**src/rtl/spi_regctl_pkg.sv**
```systemverilog
package spi_regctl_pkg;
   localparam int BYTE_W = 8;
   localparam int HDR_AW = 6;

   typedef struct packed {
      logic              rd;
      logic              burst;
      logic [HDR_AW-1:0] addr;
   } hdr_t;

   typedef enum logic [2:0] {
      K_NONE,
      K_CFG,
      K_STAT,
      K_PA,
      K_FIFO
   } acc_kind_t;

   typedef enum logic {
      PH_HDR,
      PH_DATA
   } phase_t;
endpackage

```
**src/rtl/spi_regctl_sync.sv**
```systemverilog
module spi_regctl_sync #(
   parameter int STAGES = 2
) (
   input  logic clk,
   input  logic rst_n,
   input  logic sclk_i,
   input  logic csn_i,
   input  logic mosi_i,
   output logic sclk_rise,
   output logic sclk_fall,
   output logic cs_active,
   output logic cs_start,
   output logic cs_end,
   output logic mosi_s
);
   localparam int LANES = 3;
   localparam logic [LANES-1:0] IDLE = 3'b010;

   logic [STAGES*LANES-1:0] chain;
   logic [LANES-1:0]        last;
   logic [LANES-1:0]        prev;

   initial begin
      assert (STAGES >= 2) else $error("spi_regctl_sync: STAGES must be at least 2");
   end

   always_ff @(posedge clk or negedge rst_n) begin
      if (!rst_n) begin
         chain <= {STAGES{IDLE}};
         prev  <= IDLE;
      end else begin
         chain <= {chain[(STAGES-1)*LANES-1:0], sclk_i, csn_i, mosi_i};
         prev  <= last;
      end
   end

   assign last      = chain[STAGES*LANES-1 -: LANES];
   assign sclk_rise = last[2] & ~prev[2];
   assign sclk_fall = ~last[2] & prev[2];
   assign cs_active = ~last[1];
   assign cs_start  = ~last[1] & prev[1];
   assign cs_end    = last[1] & ~prev[1];
   assign mosi_s    = last[0];
endmodule

```
**src/rtl/spi_regctl_shift.sv**
```systemverilog
module spi_regctl_shift #(
   parameter int BW = 8
) (
   input  logic          clk,
   input  logic          rst_n,
   input  logic          sclk_rise,
   input  logic          sclk_fall,
   input  logic          cs_active,
   input  logic          cs_start,
   input  logic          mosi_s,
   input  logic [BW-1:0] tx_byte,
   output logic          byte_done,
   output logic [BW-1:0] rx_byte,
   output logic          miso
);
   localparam int CW = $clog2(BW);
   localparam logic [CW-1:0] LAST = CW'(BW - 1);

   logic [CW-1:0] bit_cnt;
   logic [BW-1:0] rx_sh;
   logic [BW-1:0] tx_sh;

   always_ff @(posedge clk or negedge rst_n) begin
      if (!rst_n) begin
         bit_cnt   <= '0;
         rx_sh     <= '0;
         tx_sh     <= '0;
         rx_byte   <= '0;
         byte_done <= 1'b0;
      end else if (!cs_active) begin
         bit_cnt   <= '0;
         tx_sh     <= '0;
         byte_done <= 1'b0;
      end else begin
         byte_done <= 1'b0;
         if (cs_start) begin
            tx_sh <= tx_byte;
         end
         if (sclk_rise) begin
            rx_sh   <= {rx_sh[BW-2:0], mosi_s};
            bit_cnt <= bit_cnt + 1'b1;
            if (bit_cnt == LAST) begin
               byte_done <= 1'b1;
               rx_byte   <= {rx_sh[BW-2:0], mosi_s};
            end
         end
         if (sclk_fall) begin
            tx_sh <= (bit_cnt == '0) ? tx_byte : {tx_sh[BW-2:0], 1'b0};
         end
      end
   end

   assign miso = tx_sh[BW-1];
endmodule

```
**src/rtl/spi_regctl_regs.sv**
```systemverilog
module spi_regctl_regs #(
   parameter int NCFG = 48,
   parameter int NPA  = 8,
   parameter int BW   = 8
) (
   input  logic                   clk,
   input  logic                   rst_n,
   input  logic                   cfg_we,
   input  logic [5:0]             cfg_addr,
   input  logic                   pa_we,
   input  logic [$clog2(NPA)-1:0] pa_idx,
   input  logic [BW-1:0]          wdata,
   output logic [NCFG*BW-1:0]     cfg_q,
   output logic [NPA*BW-1:0]      pa_q
);
   localparam int IW = $clog2(NPA);

   for (genvar i = 0; i < NCFG; i++) begin : g_cfg
      logic [BW-1:0] r;
      always_ff @(posedge clk or negedge rst_n) begin
         if (!rst_n) begin
            r <= '0;
         end else if (cfg_we && (cfg_addr == 6'(i))) begin
            r <= wdata;
         end
      end
      assign cfg_q[i*BW +: BW] = r;
   end

   for (genvar j = 0; j < NPA; j++) begin : g_pa
      logic [BW-1:0] r;
      always_ff @(posedge clk or negedge rst_n) begin
         if (!rst_n) begin
            r <= '0;
         end else if (pa_we && (pa_idx == IW'(j))) begin
            r <= wdata;
         end
      end
      assign pa_q[j*BW +: BW] = r;
   end
endmodule

```
**src/rtl/spi_regctl.sv**
```systemverilog
module spi_regctl
   import spi_regctl_pkg::*;
#(
   parameter int               NCFG        = 48,
   parameter int               NSTAT       = 14,
   parameter int               NPA         = 8,
   parameter int               SYNC_STAGES = 2,
   parameter logic [NSTAT-1:0] DEFER_MASK  = 14'b00_0010_0000_0100
) (
   input  logic                   clk,
   input  logic                   rst_n,
   input  logic                   sclk_i,
   input  logic                   csn_i,
   input  logic                   mosi_i,
   output logic                   miso_o,
   input  logic [BYTE_W-1:0]      status_i,
   input  logic [NSTAT*BYTE_W-1:0] stat_vals_i,
   output logic [NCFG*BYTE_W-1:0] cfg_o,
   output logic [NPA*BYTE_W-1:0]  pa_o,
   output logic [NSTAT-1:0]       strobe_o,
   output logic                   fifo_we_o,
   output logic [BYTE_W-1:0]      fifo_data_o
);
   localparam int IW = $clog2(NPA);
   localparam logic [HDR_AW-1:0] CFG_END  = HDR_AW'(NCFG);
   localparam logic [HDR_AW-1:0] PA_ADDR  = HDR_AW'(NCFG + NSTAT);

   initial begin
      assert (NCFG + NSTAT + 2 == (1 << HDR_AW))
         else $error("spi_regctl: address map must fill the 6-bit header space");
      assert (NPA == (1 << IW)) else $error("spi_regctl: NPA must be a power of two");
   end

   logic sclk_rise, sclk_fall, cs_active, cs_start, cs_end, mosi_s;
   logic byte_done;
   logic [BYTE_W-1:0] rx_byte;
   logic [BYTE_W-1:0] tx_next;

   spi_regctl_sync #(.STAGES(SYNC_STAGES)) u_sync (
      .clk(clk), .rst_n(rst_n), .sclk_i(sclk_i), .csn_i(csn_i), .mosi_i(mosi_i),
      .sclk_rise(sclk_rise), .sclk_fall(sclk_fall), .cs_active(cs_active),
      .cs_start(cs_start), .cs_end(cs_end), .mosi_s(mosi_s)
   );

   spi_regctl_shift #(.BW(BYTE_W)) u_shift (
      .clk(clk), .rst_n(rst_n), .sclk_rise(sclk_rise), .sclk_fall(sclk_fall),
      .cs_active(cs_active), .cs_start(cs_start), .mosi_s(mosi_s),
      .tx_byte(tx_next), .byte_done(byte_done), .rx_byte(rx_byte), .miso(miso_o)
   );

   hdr_t            hdr;
   phase_t          phase;
   acc_kind_t       kind;
   logic            rd_q, burst_q;
   logic [HDR_AW-1:0] addr_q;
   logic [IW-1:0]   pa_idx;
   logic [NSTAT-1:0] pend;
   logic            data_byte, cfg_we, pa_we;

   assign hdr       = hdr_t'(rx_byte);
   assign data_byte = byte_done & cs_active & (phase == PH_DATA);
   assign cfg_we    = data_byte & ~rd_q & (kind == K_CFG) & (addr_q < CFG_END);
   assign pa_we     = data_byte & ~rd_q & (kind == K_PA);

   spi_regctl_regs #(.NCFG(NCFG), .NPA(NPA), .BW(BYTE_W)) u_regs (
      .clk(clk), .rst_n(rst_n), .cfg_we(cfg_we), .cfg_addr(addr_q),
      .pa_we(pa_we), .pa_idx(pa_idx), .wdata(rx_byte), .cfg_q(cfg_o), .pa_q(pa_o)
   );

   // Read-side lookups: during a header the header address, otherwise the next slot.
   logic [HDR_AW-1:0] rd_addr, nxt_addr;
   logic [IW-1:0]     rd_idx;
   logic [BYTE_W-1:0] cfg_rd, pa_rd, stat_rd;

   assign nxt_addr = (addr_q < CFG_END) ? addr_q + 6'd1 : addr_q;
   assign rd_addr  = (phase == PH_HDR) ? hdr.addr : nxt_addr;
   assign rd_idx   = (phase == PH_HDR) ? pa_idx : pa_idx + 1'b1;

   always_comb begin
      cfg_rd = '0;
      for (int i = 0; i < NCFG; i++) begin
         if (rd_addr == 6'(i)) cfg_rd = cfg_o[i*BYTE_W +: BYTE_W];
      end
      pa_rd = '0;
      for (int j = 0; j < NPA; j++) begin
         if (rd_idx == IW'(j)) pa_rd = pa_o[j*BYTE_W +: BYTE_W];
      end
      stat_rd = '0;
      for (int k = 0; k < NSTAT; k++) begin
         if (hdr.addr == 6'(NCFG + k)) stat_rd = stat_vals_i[k*BYTE_W +: BYTE_W];
      end
   end

   always_ff @(posedge clk or negedge rst_n) begin
      if (!rst_n) begin
         phase       <= PH_HDR;
         kind        <= K_NONE;
         rd_q        <= 1'b0;
         burst_q     <= 1'b0;
         addr_q      <= '0;
         pa_idx      <= '0;
         pend        <= '0;
         tx_next     <= '0;
         strobe_o    <= '0;
         fifo_we_o   <= 1'b0;
         fifo_data_o <= '0;
      end else begin
         strobe_o  <= '0;
         fifo_we_o <= 1'b0;
         if (cs_end) begin
            phase    <= PH_HDR;
            pa_idx   <= '0;
            strobe_o <= pend;
            pend     <= '0;
            tx_next  <= status_i;
         end else if (!cs_active) begin
            phase   <= PH_HDR;
            pa_idx  <= '0;
            tx_next <= status_i;
         end else if (byte_done) begin
            tx_next <= status_i;
            if (phase == PH_HDR) begin
               rd_q    <= hdr.rd;
               burst_q <= hdr.burst;
               addr_q  <= hdr.addr;
               if (hdr.addr < CFG_END) begin
                  phase <= PH_DATA;
                  kind  <= K_CFG;
                  if (hdr.rd) tx_next <= cfg_rd;
               end else if (hdr.addr < PA_ADDR) begin
                  if (hdr.burst) begin
                     phase   <= PH_DATA;
                     kind    <= K_STAT;
                     burst_q <= 1'b0;
                     tx_next <= stat_rd;
                  end else begin
                     kind <= K_NONE;
                     for (int k = 0; k < NSTAT; k++) begin
                        if (hdr.addr == 6'(NCFG + k)) begin
                           if (DEFER_MASK[k]) pend[k] <= 1'b1;
                           else               strobe_o[k] <= 1'b1;
                        end
                     end
                  end
               end else if (hdr.addr == PA_ADDR) begin
                  phase <= PH_DATA;
                  kind  <= K_PA;
                  if (hdr.rd) tx_next <= pa_rd;
               end else begin
                  phase <= PH_DATA;
                  kind  <= K_FIFO;
               end
            end else begin
               if (!rd_q && kind == K_FIFO) begin
                  fifo_we_o   <= 1'b1;
                  fifo_data_o <= rx_byte;
               end
               if (kind == K_PA) pa_idx <= pa_idx + 1'b1;
               if (burst_q) begin
                  addr_q <= nxt_addr;
                  if (rd_q && kind == K_CFG) tx_next <= cfg_rd;
                  if (rd_q && kind == K_PA)  tx_next <= pa_rd;
               end else begin
                  phase <= PH_HDR;
               end
            end
         end
      end
   end
endmodule

```
**config.mk**
```make
export PLATFORM = sky130hd
export DESIGN_NAME = spi_regctl
export DESIGN_NICKNAME = d
export VERILOG_FILES = /design/src/rtl/spi_regctl_pkg.sv /design/src/rtl/spi_regctl_sync.sv /design/src/rtl/spi_regctl_shift.sv /design/src/rtl/spi_regctl_regs.sv /design/src/rtl/spi_regctl.sv
export SDC_FILE = /design/constraint.sdc
export NUM_CORES = 1
export LEC_CHECK = 0
export BUFFER_PORTS_ARGS = -buffer_cell sky130_fd_sc_hd__buf_4
export CORE_MARGIN = 2
export CORE_UTILIZATION = 45
export CTS_BUF_LIST = sky130_fd_sc_hd__clkbuf_8
export CTS_CLUSTER_SIZE = 10
export DETAILED_ROUTE_END_ITERATION = 12
export PLACE_DENSITY = 0.67
export SYNTH_ARGS = -nofsm -noshare
export SYNTH_HDL_FRONTEND = slang
export SYNTH_HIERARCHICAL = 1
export SYNTH_SLANG_ARGS = --single-unit
```
**constraint.sdc**
```tcl
create_clock -name clk -period 2.9 [get_ports clk]
set_input_delay 0.29 -clock clk [delete_from_list [all_inputs] [get_ports clk]]
set_output_delay 0.29 -clock clk [all_outputs]
set_load 0.01 [all_outputs]
```
==> run metrics <==
outcome=complete, but fails checks; failing checks=negative setup slack; Rows=a little over 90; most area-consuming cells after synthesis=dfrtp_1 47%, mux2_2 18%, a21oi_1 1.8%; clock sinks=between 500 and 600; crit path kind=register to register; met3 Resource Use GR=0.102; RePlAce Congestion=~1.0; Post-Syn Instances=roughly 2500; nets=~3700; Worst R2R Start=addr_q[0]$_DFFE_PN0P_; Reg clk slew, reported paths=approximately 70 ps; DR pass1 iterations=6; Final min period=between 3000 and 4000 ps; CP Cell Sequence=ha_4 > nand2_2 > o211a_4 > nor2_4 > buf_6 > buf_4 > a22oi_1 > o32ai_4 > o2bb2ai_4 > o211ai_1 > buf_4 > nand4_1 > a32oi_1; largest net degree at the start of global routing=82; busiest grt layer=met2; Max Root-Sink Buffers=3; post-synth top area share=0.466; Largest stage delay, worst path=about 450 ps; GR Util met1=0.556; met2 Usage GRT=0.704; Placed Instance Area=roughly 0.038 mm2; Starting Density=0.452; Syn Area/Cell=~12 um2; clock buffer count from CTS=just over 90; antenna-violating nets left=0; Leakage Power=around 21 nW; crit-path leading delay family=compound AO/OA/AOI/OAI gates; Skew-Pair Late Insertion Delay=between 700 and 800 ps; DIE HEIGHT=255 um; Synth-to-Final Area Change=49.8%; first-pass GRT wire length=205000 um; Die Width=255 um; YS warnings=6; ratio of cells with drive above 1 in the final layout=0.582; Synth Net Count=2581; Crit-path slowest cell=dfrtp_2; Most Frequent Cell on Critical Path=buf_4; Worst R2R Setup Slack=-340 ps; Hold Crit Depth=4; worst path arrival time=~3900 ps; Vias/cell=6.38; Via Count=about 29000; DR WL/cell=32.6 um; final wirelength=between 100000 and 150000 um; endpoints failing setup=approximately 160; grt total ovfl=0; Post-Layout Inst Area=0.0425 mm2; slack of the critical path=-337 ps; core outline area=approximately 0.063 mm2; critical path data required time=around 3500 ps; Worst setup EP type=register; Die ar.=around 0.065 mm2; async set-reset flop share out of synthesis=1.00; Fin. Hold Viols=0; worst hold path class=input port to register; VDD IR-drop max=roughly 0.45 mV; Netlist cell types=~120; All-Layer GR Usage=0.442; RSZ-0062 raised after global routing=yes; Synth Register Bits=about 530; Mapped Area=~0.028 mm2; hold path start=status_i[3]; Worst R2R Path Depth=13; # port buffers=just under 600; Clock Skews=slightly below 60 ps; reg2reg end=tx_next[5]$_DFFE_PN0P_; antenna violations before repair=7; startpoint types=register; Yosys top cell by area=dfrtp_1; max_cap viols=0; EDFF count, synth=0; # DRC=0; Primary FF master, synth=dfrtp_1; fin crit share=1.12; vias in the first global route=approximately 29000; fin. max-slew vios=0; hpwl dp=111000 um; worst-margin pin slew=approximately 860 ps; relative slew slack=0.423; # IOs=roughly 600; DP Worst Slack=-623 ps; fmax=a little over 300 MHz; CTS tree=done; DRT iter0 DRCs=3104; Hold Path Sink=tx_next[3]$_DFFE_PN0P_; pwr dens=360 mW/mm2; Worst Path Buf+Inv=3; H-tree Lvls=3; CTS Root Cell=clkbuf_8; post-synthesis sequential area ratio=0.469; CP max FO=7
cells by family after synthesis:
family	count (synthesis)	synth area share
AOI/OAI and AO/OA	640	0.164
and+or+nand+nor	551	0.117
DFF	531	0.469
muxes	519	0.215
buffers and inverters	198	0.0311
xor gates and xnor gates	7	0.00216
adders and majority gates	5	0.00221
final cells by class:
type                    count  area (um2)
fillers                  4877       20300
multi-input cells        1723       15700
flip-flops and latches    531       13300
repair buffers           1239       10400
clock buffers             110        1510
well taps                 846        1060
clock inverters            54         397
inverters                  28         109
diodes                      6        15.0
metal layers:
metal	vias to the layer above	part of all wire	wire length (um)
met5	-	0.00027	40
met4	6	0.065	9660
met3	518	0.092	13600
met2	1976	0.46	68000
met1	14691	0.38	56400
li1	11769	-	-
worst reg2reg max path: cells and delay by family (launching register included):
family                   cells  cell delay (ps)
AO/OA/AOI/OAI                6             1230
adder cells (fa/ha/maj)      1              330
buffers and inverters        3              520
flip-flops                   1              450
AND/OR/NAND/NOR              3              660
flip-flops by register name, indices dropped and copies added (netlist names), 2 cells and up:
register,cells
addr_q,6
fifo_data_o,8
kind,3
pa_idx,3
pend,2
strobe_o,14
tx_next,8
u_regs/g_cfg.r,384
u_regs/g_pa.r,64
u_shift/bit_cnt,3
u_shift/rx_byte,8
u_shift/rx_sh,7
u_shift/tx_sh,8
u_sync/chain,6
u_sync/prev,2
layout by cell type, fill, tap and decap left out, types with 14 or more instances in the layout:
master,n
nor2_4,16
and2_1,15
mux2i_1,15
mux4_2,19
buf_4,1128
nand2_1,109
a21oi_1,93
nand4_1,20
a31oi_1,17
o21ai_1,17
a221o_1,15
a22oi_1,33
o221ai_1,20
mux2_1,14
inv_1,59
mux2_4,49
a211oi_1,16
o211ai_1,38
dfrtp_1,513
a211oi_2,14
nand3_1,58
mux2_2,419
nor2_1,101
clkbuf_8,110
buf_6,29
nor3_1,25
buf_12,66
nand2_4,17
o22ai_1,39
o21ai_0,75
and3_1,17
worst max path at each step:
stage | from | to | slack [ps] | cells past startpoint
detailed placement | phase$_DFFE_PN0P_ | tx_next[6]$_DFFE_PN0P_ | -620 | 11
global route | addr_q[1]$_DFFE_PN0P_ | tx_next[7]$_DFFE_PN0P_ | -360 | 15
floorplan | addr_q[4]$_DFFE_PN0P_ | tx_next[6]$_DFFE_PN0P_ | -10 | 13
CTS | addr_q[0]$_DFFE_PN0P_ | tx_next[3]$_DFFE_PN0P_ | -210 | 13
global placement | u_shift/rx_byte[1]$_DFFE_PN0P_ | tx_next[0]$_DFFE_PN0P_ | -720 | 10
finish | addr_q[0]$_DFFE_PN0P_ | tx_next[5]$_DFFE_PN0P_ | -340 | 13
Yosys cell counts, types with 10 or more instances:
cell type,instances
o211ai_1,38
mux2_1,28
o21ai_1,13
nor4_1,14
mux2i_1,18
clkbuf_1,106
dfrtp_1,528
and2_1,16
nor3_1,38
a22oi_1,38
o2111ai_1,14
a211oi_1,28
and3_1,19
nand2_1,119
a221oi_1,20
or3_1,10
mux2_2,441
a31oi_1,20
a2111oi_0,10
buf_2,39
inv_1,28
o221ai_1,23
a22o_1,12
nand3_1,64
nand4_1,20
a21o_1,13
mux2_4,13
a32oi_1,11
nand2_2,21
o31ai_1,16
mux4_2,19
nor2b_1,13
nor2_1,115
o21ai_0,89
a221o_1,15
a21oi_1,102
o22ai_1,43
per-stage QoR:
step                TNS, ps  instances  hold slack (ps)  utilization  power (mW)
finish                -6600       4537             80.7        0.677        15.3
global route         -19840       4534             83.1        0.677        15.7
CTS                   -1450       4499             47.0        0.660        15.3
detailed placement   -39210       4261              349        0.605        8.19
global placement     -36060       4261              338        0.605        8.17
floorplan             -11.2       2451            -5.59            -        7.77
power breakdown:
| group | total, mW | leakage [nW] | switching (mW) | internal (mW) |
|---|---|---|---|---|
| Sequential | 7.54 | 7.34 | 0.0604 | 7.48 |
| Combinational | 0.561 | 12.9 | 0.325 | 0.236 |
| Clock | 7.17 | 1.09 | 3.35 | 3.83 |
what timing repair did:
item | CTS | global route
pin swaps | 64 | 44
hold buffers | 7 | 0
setup buffers | 71 | 29
resized for setup | 197 | 144
setup endpoints to repair | 367 | 362
gates cloned | 2 | 4
endpoints found under the hold margin | 75 | 0
Power figures use the tool's default switching activity.
